<file path="config.mk">
export PLATFORM = sky130hd
export DESIGN_NAME = pio_bank
export DESIGN_NICKNAME = d
export VERILOG_FILES = /design/src/rtl/pio_pkg.sv /design/src/rtl/pio_sync.sv /design/src/rtl/pio_edge.sv /design/src/rtl/pio_bank.sv
export SDC_FILE = /design/constraint.sdc
export NUM_CORES = 1
export LEC_CHECK = 0
export ABC_AREA = 1
export BUFFER_PORTS_ARGS = -buffer_cell sky130_fd_sc_hd__buf_2
export CORE_ASPECT_RATIO = 0.75
export CORE_UTILIZATION = 40
export CTS_BUF_LIST = sky130_fd_sc_hd__clkbuf_4
export DETAILED_ROUTE_END_ITERATION = 7
export PLACE_DENSITY = 0.68
export SLEW_MARGIN = 20
export SYNTH_ARGS = -nofsm -noshare
export SYNTH_HDL_FRONTEND = slang
export SYNTH_SLANG_ARGS = --single-unit
</file>
<file path="constraint.sdc">
create_clock -name clk -period 1.6 [get_ports clk]
set_input_delay 0.08 -clock clk [delete_from_list [all_inputs] [get_ports clk]]
set_output_delay 0.08 -clock clk [all_outputs]
set_load 0.05 [all_outputs]
</file>
<file path="src/rtl/pio_pkg.sv">
package pio_pkg;
  localparam int DATA_W = 32;
  localparam int AW     = 3;

  typedef enum logic [AW-1:0] {
    RG_LEVEL = 3'd0,
    RG_DIR   = 3'd1,
    RG_SET   = 3'd2,
    RG_CLR   = 3'd3,
    RG_RISE  = 3'd4,
    RG_FALL  = 3'd5,
    RG_STAT  = 3'd6,
    RG_NONE  = 3'd7
  } reg_sel_e;

  function automatic logic [DATA_W-1:0] impl_mask(input int n);
    logic [DATA_W-1:0] m;
    m = '0;
    for (int i = 0; i < DATA_W; i++) m[i] = (i < n);
    return m;
  endfunction
endpackage

</file>
<file path="src/rtl/pio_sync.sv">
module pio_sync #(
  parameter int W = 32
) (
  input  logic         clk,
  input  logic         rst,
  input  logic [W-1:0] async_in,
  output logic [W-1:0] sync_out
);
  logic [W-1:0] meta_q;

  always_ff @(posedge clk) begin
    if (rst) begin
      meta_q   <= '0;
      sync_out <= '0;
    end else begin
      meta_q   <= async_in;
      sync_out <= meta_q;
    end
  end
endmodule

</file>
<file path="src/rtl/pio_edge.sv">
module pio_edge #(
  parameter int W = 32
) (
  input  logic         clk,
  input  logic         rst,
  input  logic [W-1:0] level,
  input  logic [W-1:0] rise_en,
  input  logic [W-1:0] fall_en,
  output logic [W-1:0] hit
);
  logic [W-1:0] prev_q;

  always_ff @(posedge clk) begin
    if (rst) prev_q <= '0;
    else     prev_q <= level;
  end

  for (genvar g = 0; g < W; g++) begin : g_bit
    assign hit[g] = (rise_en[g] &  level[g] & ~prev_q[g]) |
                    (fall_en[g] & ~level[g] &  prev_q[g]);
  end
endmodule

</file>
<file path="src/rtl/pio_bank.sv">
module pio_bank
  import pio_pkg::*;
#(
  parameter int                NPINS    = 32,
  parameter logic [DATA_W-1:0] INV_MASK = '0
) (
  input  logic              clk,
  input  logic              rst,
  input  logic [AW-1:0]     bus_addr,
  input  logic              bus_we,
  input  logic [DATA_W-1:0] bus_wdata,
  output logic [DATA_W-1:0] bus_rdata,
  input  logic [DATA_W-1:0] pin_in,
  output logic [DATA_W-1:0] pin_out,
  output logic [DATA_W-1:0] pin_oe,
  output logic              irq
);
  localparam logic [DATA_W-1:0] IMPL    = impl_mask(NPINS);
  localparam logic [DATA_W-1:0] DIR_RST = INV_MASK & IMPL;

  reg_sel_e          sel;
  logic [DATA_W-1:0] wmask;
  logic [DATA_W-1:0] sync_lvl, lvl, hit;
  logic [DATA_W-1:0] dir_q, rise_q, fall_q, stat_q, stat_d, rd_d;

  assign sel   = reg_sel_e'(bus_addr);
  assign wmask = bus_wdata & IMPL;

  pio_sync #(.W(DATA_W)) u_sync (
    .clk(clk), .rst(rst), .async_in(pin_in), .sync_out(sync_lvl)
  );

  assign lvl = sync_lvl & IMPL;

  pio_edge #(.W(DATA_W)) u_edge (
    .clk(clk), .rst(rst), .level(lvl),
    .rise_en(rise_q), .fall_en(fall_q), .hit(hit)
  );

  always_comb begin
    stat_d = stat_q;
    if (bus_we && sel == RG_STAT) stat_d = stat_d & ~wmask;
    stat_d = (stat_d | hit) & IMPL;
  end

  always_comb begin
    unique case (sel)
      RG_LEVEL: rd_d = lvl;
      RG_DIR:   rd_d = dir_q;
      RG_RISE:  rd_d = rise_q;
      RG_FALL:  rd_d = fall_q;
      RG_STAT:  rd_d = stat_q;
      default:  rd_d = '0;
    endcase
  end

  always_ff @(posedge clk) begin
    if (rst) begin
      pin_out   <= '0;
      dir_q     <= DIR_RST;
      pin_oe    <= '0;
      rise_q    <= '0;
      fall_q    <= '0;
      stat_q    <= '0;
      irq       <= 1'b0;
      bus_rdata <= '0;
    end else begin
      if (bus_we) begin
        case (sel)
          RG_DIR: begin
            dir_q  <= wmask;
            pin_oe <= (wmask ^ INV_MASK) & IMPL;
          end
          RG_SET:  pin_out <= pin_out | wmask;
          RG_CLR:  pin_out <= pin_out & ~wmask;
          RG_RISE: rise_q  <= wmask;
          RG_FALL: fall_q  <= wmask;
          default: ;
        endcase
      end
      stat_q    <= stat_d;
      irq       <= |stat_d;
      bus_rdata <= rd_d;
    end
  end
endmodule

</file>
# Word level (Yosys, flattened, before mapping)
# Cells that the tools add are included.
[word_totals]
reg_bits = 289
output_inout_bits = 97
word_cells = 256
[op_classes]
n_eq_ne = 6
n_bitwise = 229
reduce_logical = 8
n_mux = 3
[ops]
columns = ["op", "n"]
rows = [
  ["case mux 32 bit (5 select lines)", 1],
  ["bitwise AND 1 bit", 128],
  ["bitwise AND 32 bit", 2],
  ["NOT 1 bit", 64],
  ["bitwise OR 32 bit", 2],
  ["case mux 32 bit (2 select lines)", 1],
  ["two-way mux 32 bit", 1],
  ["NOT 32 bit", 1],
  ["bitwise OR 1 bit", 32],
  ["OR reduction 32 bit", 1],
  ["equality test 3 bit, second input constant", 3],
  ["AND reduction 2 bit", 4],
  ["equality test 3 x 2 -> 1 bit, second input constant", 2],
  ["equality test 3 x 1 -> 1 bit, second input constant", 1],
  ["zero test 3 bit", 1],
  ["nonzero test 2 bit", 1],
  ["logical AND 1 bit", 1],
]

# Depth between registers and ports, before layout
# Gate-level depths: netlist of the first run.
[logic_depth]
depth_word = 6
depth_mapped = 13
ltp_nobuf = 11

# By module
# Synthesis of the first run repeated with hierarchy kept, for this count alone.
[unflattened]
hier_cells = 1483
hier_area_um2 = 11312.1
[modules_own_cells]
columns = ["mod", "cells_per_inst", "instances", "area_per_inst_um2"]
rows = [
  ["pio_bank", 1057, 1, 7996.4],
  ["pio_sync", 199, 1, 1840.5],
  ["pio_edge", 227, 1, 1475.2],
]

# Worst setup path after synthesis of the first run
# OpenSTA, ideal clock, no wires.
[synth_path]
path_type = "in2reg"
from = "in bus_we"
to = "reg irq"
path_buffers = 2
setup_ns = 0.128
path_stages = 13
t_arrival_ns = 1.180
path_slack_ns = 0.293
cell_sequence = "buf_2 nand2_1 inv_1 buf_2 nand3_1 nand2_1 nand2_1 nor2_1 nand2_1 nor2_1 nand2_1 nor2_1 nor2_1"
[synth_between]
elab_chain_len = 4
[synth_rtl]
columns = ["item", "line_no", "text"]
rows = [
  ["start: declaration", "pio_bank.sv:10", "input logic bus_we,"],
  ["logical AND 1 bit", "pio_bank.sv:42", "if (bus_we && sel == RG_STAT) stat_d = stat_d & ~wmask;"],
  ["two-way mux 32 bit", "pio_bank.sv:42", ""],
  ["bitwise OR 32 bit", "pio_bank.sv:43", "stat_d = (stat_d | hit) & IMPL;"],
  ["OR reduction 32 bit", "pio_bank.sv:82", "irq <= |stat_d;"],
  ["end signal: assignment", "pio_bank.sv:82", ""],
  ["end: declaration", "pio_bank.sv:16", "output logic irq"],
]
# Every way passes these cells.
# A chain may end at the register's enable or synchronous reset.

# Worst setup path in the final report of the first run
[layout_path]
from = "in bus_we"
to = "reg dir_q[24]"
[layout_between]
elab_chain_len = 1
[layout_rtl]
columns = ["item", "line_no", "text"]
rows = [
  ["AND reduction 2 bit (no line)", "-", ""],
  ["end signal: assignment", "pio_bank.sv:71", "dir_q <= wmask;"],
  ["end: declaration", "pio_bank.sv:24", "logic [DATA_W-1:0] dir_q, rise_q, fall_q, stat_q, stat_d, rd_d;"],
]
# Every way passes these cells.

==> out/metrics.cfg, run 1 <==
[die]
die_h_um = 146
die_w_um = 194
dieArea_um2 = 28200
coreArea_um2 = 27100
initial_utilization_pct = 40.7
boundaryPins = 167
row_count = 52

[drt]
drcViolationCount = 0
drt-vias-per-instance = 4.98
ant_nets = 0
drtPass1Iterations = 7
routedWlPerCell_um = 16.0
wirelength_um = 34200
drtIter0Drc = 993
vias = 10600

[grt]
grt_pass1_vias = 9913
grt_overflow = 0
antenna_found_initial = 1
grt_max_degree = 75
grt_pass1_wl_um = 53500
grt_use_total_pct = 24.2

[logic_synthesis]
synth.cell_area_um2 = 11000
synth.yosys.warnings = 0
ys_ff_latch = 289
synth_top_cell_by_area = dfxtp_1
synth.distinct_cells = 21
synthTopCellsByArea = dfxtp_1, nor2_1, a211oi_1
netlist_instances = 1437
syn_avg_cell_area_um2 = 7.68
yosys.area.top_type_share_pct = 52.5
syn_nets = 1507
yosysSeqAreaShare_pct = 52.5

[final_layout]
drive_gt1_share_pct = 19.3
utilization_pct = 52.8
areaGrowthSynthToFinish_pct = 29.5
fill_cells = 2638
fin_nets = 1802

[clock_tree]
clk_latency_ps = 720
clock_sinks = 289
clkTransAtPathRegs_ps = 60
cts_repair_resize_count = 0
cts_buffer_depth = 3
tritoncts = done
post-cts-setup-buffer-count = 0
numCtsBuffers = 74
cts_max_level = 3
root_buffer = clkbuf_4

[worst_setup_path]
crit_type = in -> reg
required_ps = 2250
worst-path-buf-inv = 5
critical_path.endpoint_type = register
crit_chain = dlygate4sd3_1 > buf_2 > buf_4 > nand3_2 > buf_4 > nor2_1 > a211oi_1 > dlygate4sd3_1
arrival_ps = 2150
max_stage_delay_ps = 580
path_max_fanout = 15
cp_top_family = buffers and inverters
critPathLaunchType = primary input
cp_slowest_cell = dlygate4sd3_1

[job]
drv_cap = 0

[placed_design]
dp_hpwl_um = 23400
numPortBuffers = 166
routabilityCongestion = 0.904

[outcome]
outcome = finished, final reports clean

[timing]
grt_setup_unrepaired = no
finClkSkew_ps = 67.8
min_period_over_period_pct = 93.7
hold_viol = 0
final_max_slew_viol_count = 0
worst_pin_slew_ps = 563
fmax_ghz = 0.667
fin_crit_ps = 1500
max_slew_margin_pct = 62.5
setup_viol = 0
timing.setup.tns_ps = 0

[pwr]
p_per_area_nw_per_um2 = 1080
ir_worst_vdd_uv = 432
static-leakage-power_nw = 6.31

[worst_hold_path]
hold_path_class = in -> reg

==> stage by stage <==
| stage | total power [mW] | cells | hold WS, ps | setup WS (ps) | instance area, um^2 |
|---|---|---|---|---|---|
| after global routing | 16.1 | 2129 | 58.4 | 60.2 | 14300 |
| after global placement | 9.06 | 1928 | 286 | 76.1 | 12600 |
| final | 15.5 | 2129 | 38.8 | 102 | 14300 |
| after detailed placement | 9.07 | 1928 | 287 | 67.2 | 12600 |
| after floorplan | 8.49 | 1437 | 187 | 293 | 11000 |
| after CTS | 15.6 | 2128 | 1.65 | 76.5 | 14300 |
==> report_power, final <==
group | internal [mW] | switching [mW]
clock network | 3.42 | 2.99
logic | 0.526 | 1.01
registers | 7.43 | 0.117
==> synthesized netlist by cell type <==
cell      number
o22ai_1       41
nand3_2        1
dfxtp_1      289
clkbuf_1      49
nor3_1         1
nand3_1       60
o21ai_0       23
nor2_1       324
inv_1        204
inv_2          3
buf_2         22
a311oi_1      26
buf_4          4
nor2_8         1
nand2_2        1
a21oi_1       85
nor2_2         1
a211oi_1     112
nand2_1      181
buf_1          8
clkinv_1       1
==> path summary, 6_finish.rpt <==
path	startpoint	to	slack, ps	cells after the start
setup / recovery	bus_we	dir_q[24]	100	8
hold / removal	bus_addr[1]	rise_q[21]	40	6
setup reg to reg	u_sync.sync_out[3]	irq	150	10
hold reg to reg	u_sync.meta_q[16]	u_sync.sync_out[16]	370	2
==> cells in the final DEF, fill, tap and decap left out, drive strengths merged, types with 41 or more instances in the layout <==
| cell type | netlist | routed |
|---|---|---|
| nor2 | 326 | 326 |
| dfxtp | 289 | 289 |
| buf | 34 | 222 |
| inv | 207 | 209 |
| nand2 | 182 | 182 |
| a211oi | 112 | 112 |
| clkbuf | 49 | 103 |
| a21oi | 85 | 85 |
| dlygate4sd3 | 0 | 79 |
| nand3 | 61 | 61 |
| o22ai | 41 | 41 |
==> logic make-up after synthesis <==
group           count (synthesis)  synth area share [%]
buf+inv                       291                  10.3
simple gates                  570                  20.3
flops                         289                  52.5
compound gates                287                  16.9
==> per-layer routing <==
layer / global-route usage, % / share of wire [%]
met5: 0 / 0
met4: 7.68 / 1.4
met2: 34.0 / 41
met3: 5.75 / 9.1
met1: 36.0 / 49
==> worst reg2reg max path, cell delays in order, from the launching register on <==
cell and delay, ps:
dfxtp_1 330, nand2_1 70, nor2_1 40, a21oi_1 260, nand2_1 110, nor2_1 150
nand2_1 70, nor2_1 90, nand2_1 60, nor2_1 100, nor2_1 50
==> layout make-up <==
type                            instances  area, um^2  share of cell area, %
Multi-Input combinational cell        857        4120                   28.8
Inverter                              208         781                   5.46
Tap cell                              351         439                   3.07
Clock buffer                          102         766                   5.36
Sequential cell                       289        5790                   40.5
Clock inverter                         19         161                   1.13
Antenna cell                            1        2.50                 0.0175
Timing Repair Buffer                  302        2230                   15.6
==> what timing repair did <==
| action | CTS | global route |
|---|---|---|
| hold buffers | 79 | 0 |
| endpoints found under the setup margin | 0 | 0 |
| hold endpoints to repair | 218 | 0 |
Note: power is estimated with default switching activity, not from simulation.
==> run 2, diff against run 1 <==
Settings changed: ABC_AREA 1 to not set, CELL_PAD_IN_SITES_DETAIL_PLACEMENT set to 0, CELL_PAD_IN_SITES_GLOBAL_PLACEMENT set to 1, PLACE_DENSITY 0.68 to 0.84.
==> run 2 against run 1 <==
Net effect: the flow now finishes with violations (DRC); via count fell by 8.5%; sequential share of layout area rose by 1.6 points; register-to-register slack got worse by 40 ps; die area fell by 4.3%; largest cell class unchanged; largest power group unchanged.
==> out/metrics.cfg, run 2 <==
[worst_setup_path]
critPathLaunchType = primary input
crit_type = in -> reg
crit_chain = dlygate4sd3_1 > buf_2 > buf_4 > and3b_2 > buf_6 > a21oi_1 > a311oi_1 > dlygate4sd3_1
r2r-start = u_sync.sync_out[16]
cp_slowest_cell = dlygate4sd3_1
reg2reg_slack_ps = 110
r2r_cells = 6
rr_endpoint = irq
crit_top_cell = dlygate4sd3_1
worst-path-buf-inv = 5
path_max_fanout = 8
cp_top_family = buffers and inverters
required_ps = 2230
arrival_ps = 2200
max_stage_delay_ps = 570
critical_path.endpoint_type = register

[logic_synthesis]
yosysSeqAreaShare_pct = 54.9
netlist_instances = 1198
synth-edff-count = 0
synth.most_common_cell = dfxtp_1
synthTopCellsByArea = dfxtp_1, a21oi_1, nand2_1
synthArstFlopShare_pct = 0
syn_avg_cell_area_um2 = 8.80
ys_ff_latch = 289
synth_ff_type = dfxtp_1
synth.cell_area_um2 = 10500
synth_top_cell_by_area = dfxtp_1
synth_commonest_cells = dfxtp_1, nand2_1, a21oi_1, nor2b_1, nor2_1
synth.distinct_cells = 29
yosys.area.top_type_share_pct = 54.9
syn_nets = 1268
synth.yosys.warnings = 0

[final_layout]
mostFrequentLayoutCells = dfxtp_1, nand2_1, a21oi_1, buf_2, clkbuf_4
areaGrowthSynthToFinish_pct = 30.4
fin_nets = 1563
fin_area_um2 = 13800
final_common_cell = dfxtp_1
drive_gt1_share_pct = 22.6
diodes = 0

[timing]
final_max_slew_viol_count = 0
fin_ws_ps = 27.0
max_slew_margin_pct = 67.2
hold_viol = 0
worst_pin_slew_ps = 492
finClkSkew_ps = 59.7
setup_viol = 0
min_period_over_period_pct = 98.3
fmax_ghz = 0.636
fin_crit_ps = 1570
fin_hold_ws_ps = 70.0

[worst_hold_path]
hold_depth = 5
hold_end = bus_rdata[30]
min_from = bus_addr[2]
hold_path_class = in -> reg

[grt]
grt_pass1_wl_um = 49000
grt_use_total_pct = 23.2
antenna_found_initial = 0
grt_max_degree = 110
grt_pass1_vias = 9111
grt_overflow = 0

[placed_design]
routabilityCongestion = 0.879
numPortBuffers = 166
dpl-instance-area_um2 = 11900
pre_cts_ws_ps = -132
dp_hpwl_um = 19900

[die]
dieArea_um2 = 27000
boundaryPins = 167
initial_utilization_pct = 40.7
die_w_um = 189
coreArea_um2 = 25900
row_count = 51
die_h_um = 143

[clock_tree]
clkTransAtPathRegs_ps = 60
root_buffer = clkbuf_4
tritoncts = done
clk_latency_ps = 710
cts_max_level = 3
cts_buffer_depth = 3
clock_sinks = 289
numCtsBuffers = 73

[drt]
drtPass1Iterations = 7
ant_nets = 0
drcViolationCount = 2
routedWlPerCell_um = 16.8
drt-vias-per-instance = 5.13
drtIter0Drc = 702
wirelength_um = 31800
vias = 9694

[pwr]
static-leakage-power_nw = 5.44
ir_worst_vdd_uv = 510
p_per_area_nw_per_um2 = 1090

[job]
drv_cap = 0

[outcome]
outcome = finished with violations
violations = DRC

## run 2: cell types whose count changed after synthesis, moves of 9 or more
cell,change
nor2_1,-260
inv_1,-204
a21oi_1,+128
a211oi_1,-112
nor2b_1,+97
nand2_1,+75
nand3_1,-58
o22ai_1,-41
nand3b_1,+33
a22oi_1,+31
mux2i_1,+31
a21oi_2,+11
clkbuf_1,+9
o21ai_0,+9
## run 2: tightest hold or removal path: stages
cell and delay, ps:
buf_2 110, buf_4 150, buf_4 210, nand4b_1 100, a21oi_1 60
## run 2: repair_timing
item	in CTS	in global routing
hold endpoints to repair	236	0
buffers inserted	0	3
setup endpoints to repair	0	14
hold buffers	83	0
resized for setup	0	5
## run 2: metrics by stage
step / setup TNS [ps] / power [mW] / cells / utilization (%)
after floorplan: 0 / 8.29 / 1198 / -
after global placement: -1540 / 8.75 / 1675 / 46.0
after detailed placement: -3850 / 8.76 / 1675 / 46.0
after CTS: 0 / 15.1 / 1885 / 52.8
after global routing: -20.6 / 15.7 / 1889 / 53.1
final: 0 / 15.0 / 1889 / 53.1
## run 2: report_power, final
group | switching [mW] | internal, mW
clock | 2.93 | 3.27
combinational | 0.787 | 0.494
sequential | 0.117 | 7.38
total | 3.84 | 11.1
## run 2: area by class of cell
cell class              instances  area [um^2]
clock buffers                 102          766
flip-flops and latches        289         5790
multi-input cells             825         4420
repair buffers                304         2200
well taps                     344          430
fillers                      2444        12200
clock inverters                25          151
## run 2: how the worst max path moves through the flow
stage	from	to	cells after the start
final	bus_we	register	8
after global routing	bus_we	register	8
after CTS	bus_addr[1]	register	8
after detailed placement	bus_addr[0]	irq	8
after global placement	bus_addr[0]	irq	8
after floorplan	bus_addr[1]	irq	9
## run 2: layer usage
metal	global-route usage, %	part of all wire (%)	up-vias
met5	0	0	-
met4	6.96	1.6	0
met3	5.33	7.3	50
met2	35.9	44	366
met1	32.0	47	4552
li1	-	-	4726
## run 2: logic make-up (layout without fill, tap and decap cells)
family                 Yosys count  count (layout)  synth area share (%)
and+or+nand+nor                473             473                  21.0
AOI/OAI and AO/OA              320             320                  17.5
DFF                            289             289                  54.9
buffers and inverters           84             431                  3.50
muxes                           32              32                  3.16
==> run 3, diff against run 2 <==
Settings changed: SYNTH_HIERARCHICAL set to 1.
==> run 3 against run 2 <==
Net effect: the flow still finishes with violations (DRC); register-to-register slack improved by 90 ps; worst hold slack improved by 18 ps; critical path depth increased by 1; power about the same; clock skew decreased by 8.3 ps; critical path type unchanged; largest cell class unchanged.
==> out/metrics.cfg, run 3 <==
[clock_tree]
clk_latency_ps = 690
cts_buffer_depth = 3
cts_max_level = 3
clock_sinks = 289
tritoncts = done
numCtsBuffers = 73
clkTransAtPathRegs_ps = 70
root_buffer = clkbuf_4

[final_layout]
areaGrowthSynthToFinish_pct = 29.7
drive_gt1_share_pct = 25.7
fin_nets = 1626
utilization_pct = 52.7
mostFrequentLayoutCells = dfxtp_1, nand2_1, a21oi_1, buf_2, nor2_1
stdcell_count = 1958
final_common_cell = dfxtp_1
fin_area_um2 = 14200
fill_cells = 2531

[timing]
fin_crit_ps = 1600
setup_viol = 0
final_max_slew_viol_count = 0
fmax_ghz = 0.626
max_slew_margin_pct = 48.0
min_period_over_period_pct = 99.8
finClkSkew_ps = 51.4
fin_hold_ws_ps = 88.2
worst_pin_slew_ps = 777
fin_ws_ps = 3.29
hold_viol = 0
grt_setup_unrepaired = yes

[drt]
vias = 9890
drtPass1Iterations = 8
drcViolationCount = 10
drtIter0Drc = 770
wirelength_um = 32800
ant_nets = 0
routedWlPerCell_um = 16.7
drt-vias-per-instance = 5.05

[die]
coreArea_um2 = 26900
boundaryPins = 167
row_count = 52
initial_utilization_pct = 40.6
die_w_um = 193
dieArea_um2 = 28000
die_h_um = 145

[placed_design]
routabilityCongestion = 0.812
place_inst = 1748
numPortBuffers = 166
dp_hpwl_um = 20400
dpl-instance-area_um2 = 12400
pre_cts_ws_ps = -89.3

[logic_synthesis]
syn_nets = 1337
ys_ff_latch = 289
synth.most_common_cell = dfxtp_1
synth.yosys.warnings = 6
netlist_instances = 1267
yosys.area.top_type_share_pct = 52.9
synth_ff_type = dfxtp_1
yosysSeqAreaShare_pct = 52.9
syn_avg_cell_area_um2 = 8.64
synth.cell_area_um2 = 10900
synth_top_cell_by_area = dfxtp_1
synth-edff-count = 0
synth_commonest_cells = dfxtp_1, nand2_1, a21oi_1, nor2_1, nor2b_2
synthArstFlopShare_pct = 0
synth.distinct_cells = 32
synthTopCellsByArea = dfxtp_1, a21oi_1, nand2_1

[pwr]
p_sw_mw = 3.91
seqPwrFrac_pct = 50.1
power_frac_comb_pct = 9.6
p_per_area_nw_per_um2 = 1050
p_int_mw = 11.1
static-leakage-power_nw = 5.74
p_clk_share_pct = 40.3
ir_worst_vdd_uv = 566
p_sw_share_pct = 26.1

[worst_hold_path]
hold_path_class = in -> reg

[grt]
grt_pass1_vias = 9368
grt_overflow = 0
grt_max_degree = 61
grt_use_total_pct = 23.2
grt_pass1_wl_um = 51000
antenna_found_initial = 1

[worst_setup_path]
critPathLaunchType = primary input
crit_type = in -> reg
required_ps = 2170
critical_path.endpoint_type = register
path_max_fanout = 16
arrival_ps = 2160

[outcome]
violations = DRC
outcome = finished with violations

[job]
drv_cap = 0

## run 3: cell types whose count changed after synthesis, moves of 31 or more
cell     change
nor2_1      +62
nor2b_2     +60
nor2b_1     -58
nand2_1     +32
o22ai_1     +32
a22o_1      +31
a22oi_1     -31
## run 3: path summary, 6_finish.rpt
kind	depth (start not counted)	start	slack, ps	endpoint
worst max-delay path	9	bus_addr[0]	3	irq
worst min-delay path	6	bus_addr[1]	90	bus_rdata[6]
worst max register to register	6	u_sync/sync_out[16]	200	irq
worst min register to register	1	u_sync/meta_q[24]	440	u_sync/sync_out[24]
## run 3: through the flow
stage                     setup TNS [ps]  power [mW]
after floorplan                        0        8.39
after global placement             -90.1        8.90
after detailed placement           -1730        8.91
after CTS                              0        15.1
after global routing               -20.0        15.7
final                                  0        15.0
## run 3: what timing repair did
action / in CTS / in global routing
hold endpoints to repair: 245 / 0
setup endpoints to repair: 0 / 5
resized for setup: 0 / 11
hold buffers: 81 / 0
buffers inserted: 0 / 2
## run 3: cell type report
type                       instances  area (um^2)  area share (%)
antenna                            1         2.50          0.0176
clock buffer                     103          773            5.45
clock inverter                    22          113           0.793
multi-input combinational        888         4770            33.6
sequential                       289         5790            40.8
tap                              351          439            3.09
timing repair buffer             304         2310            16.3
## run 3: layer usage
layer	wire, um	vias to the layer above	global-route usage (%)
li1	-	4894	-
met1	15500	4582	32.3
met2	14500	345	35.1
met3	1970	69	4.93
met4	782	0	8.24
met5	0	-	0
## run 3: kinds of logic (layout without fill, tap and decap cells)
logic type      Yosys count  count (layout)  synth area share (%)
flops                   289             289                  52.9
mux                      32              32                  3.04
buf+inv                  90             429                  4.12
simple gates            536             536                  22.6
compound gates          320             320                  17.4
other cells               0               1                     0
## run 3: power by group through the flow
stage               clock network [mW]  registers (mW)  logic (mW)
finish                            6.04            7.50        1.43
CTS                               6.22            7.50        1.41
global route                      6.61            7.52        1.53
floorplan                            0            7.82       0.571
detailed placement                   0            7.66        1.25
global placement                     0            7.66        1.24
## run 3: worst max-delay path, stage by stage
cell and delay, ps:
dlygate4sd3_1 560, buf_4 150, and4b_2 390, clkbuf_16 230, nand2_1 60, a21oi_1 220, nand4_1 200, nor2_2 170
a31oi_1 90
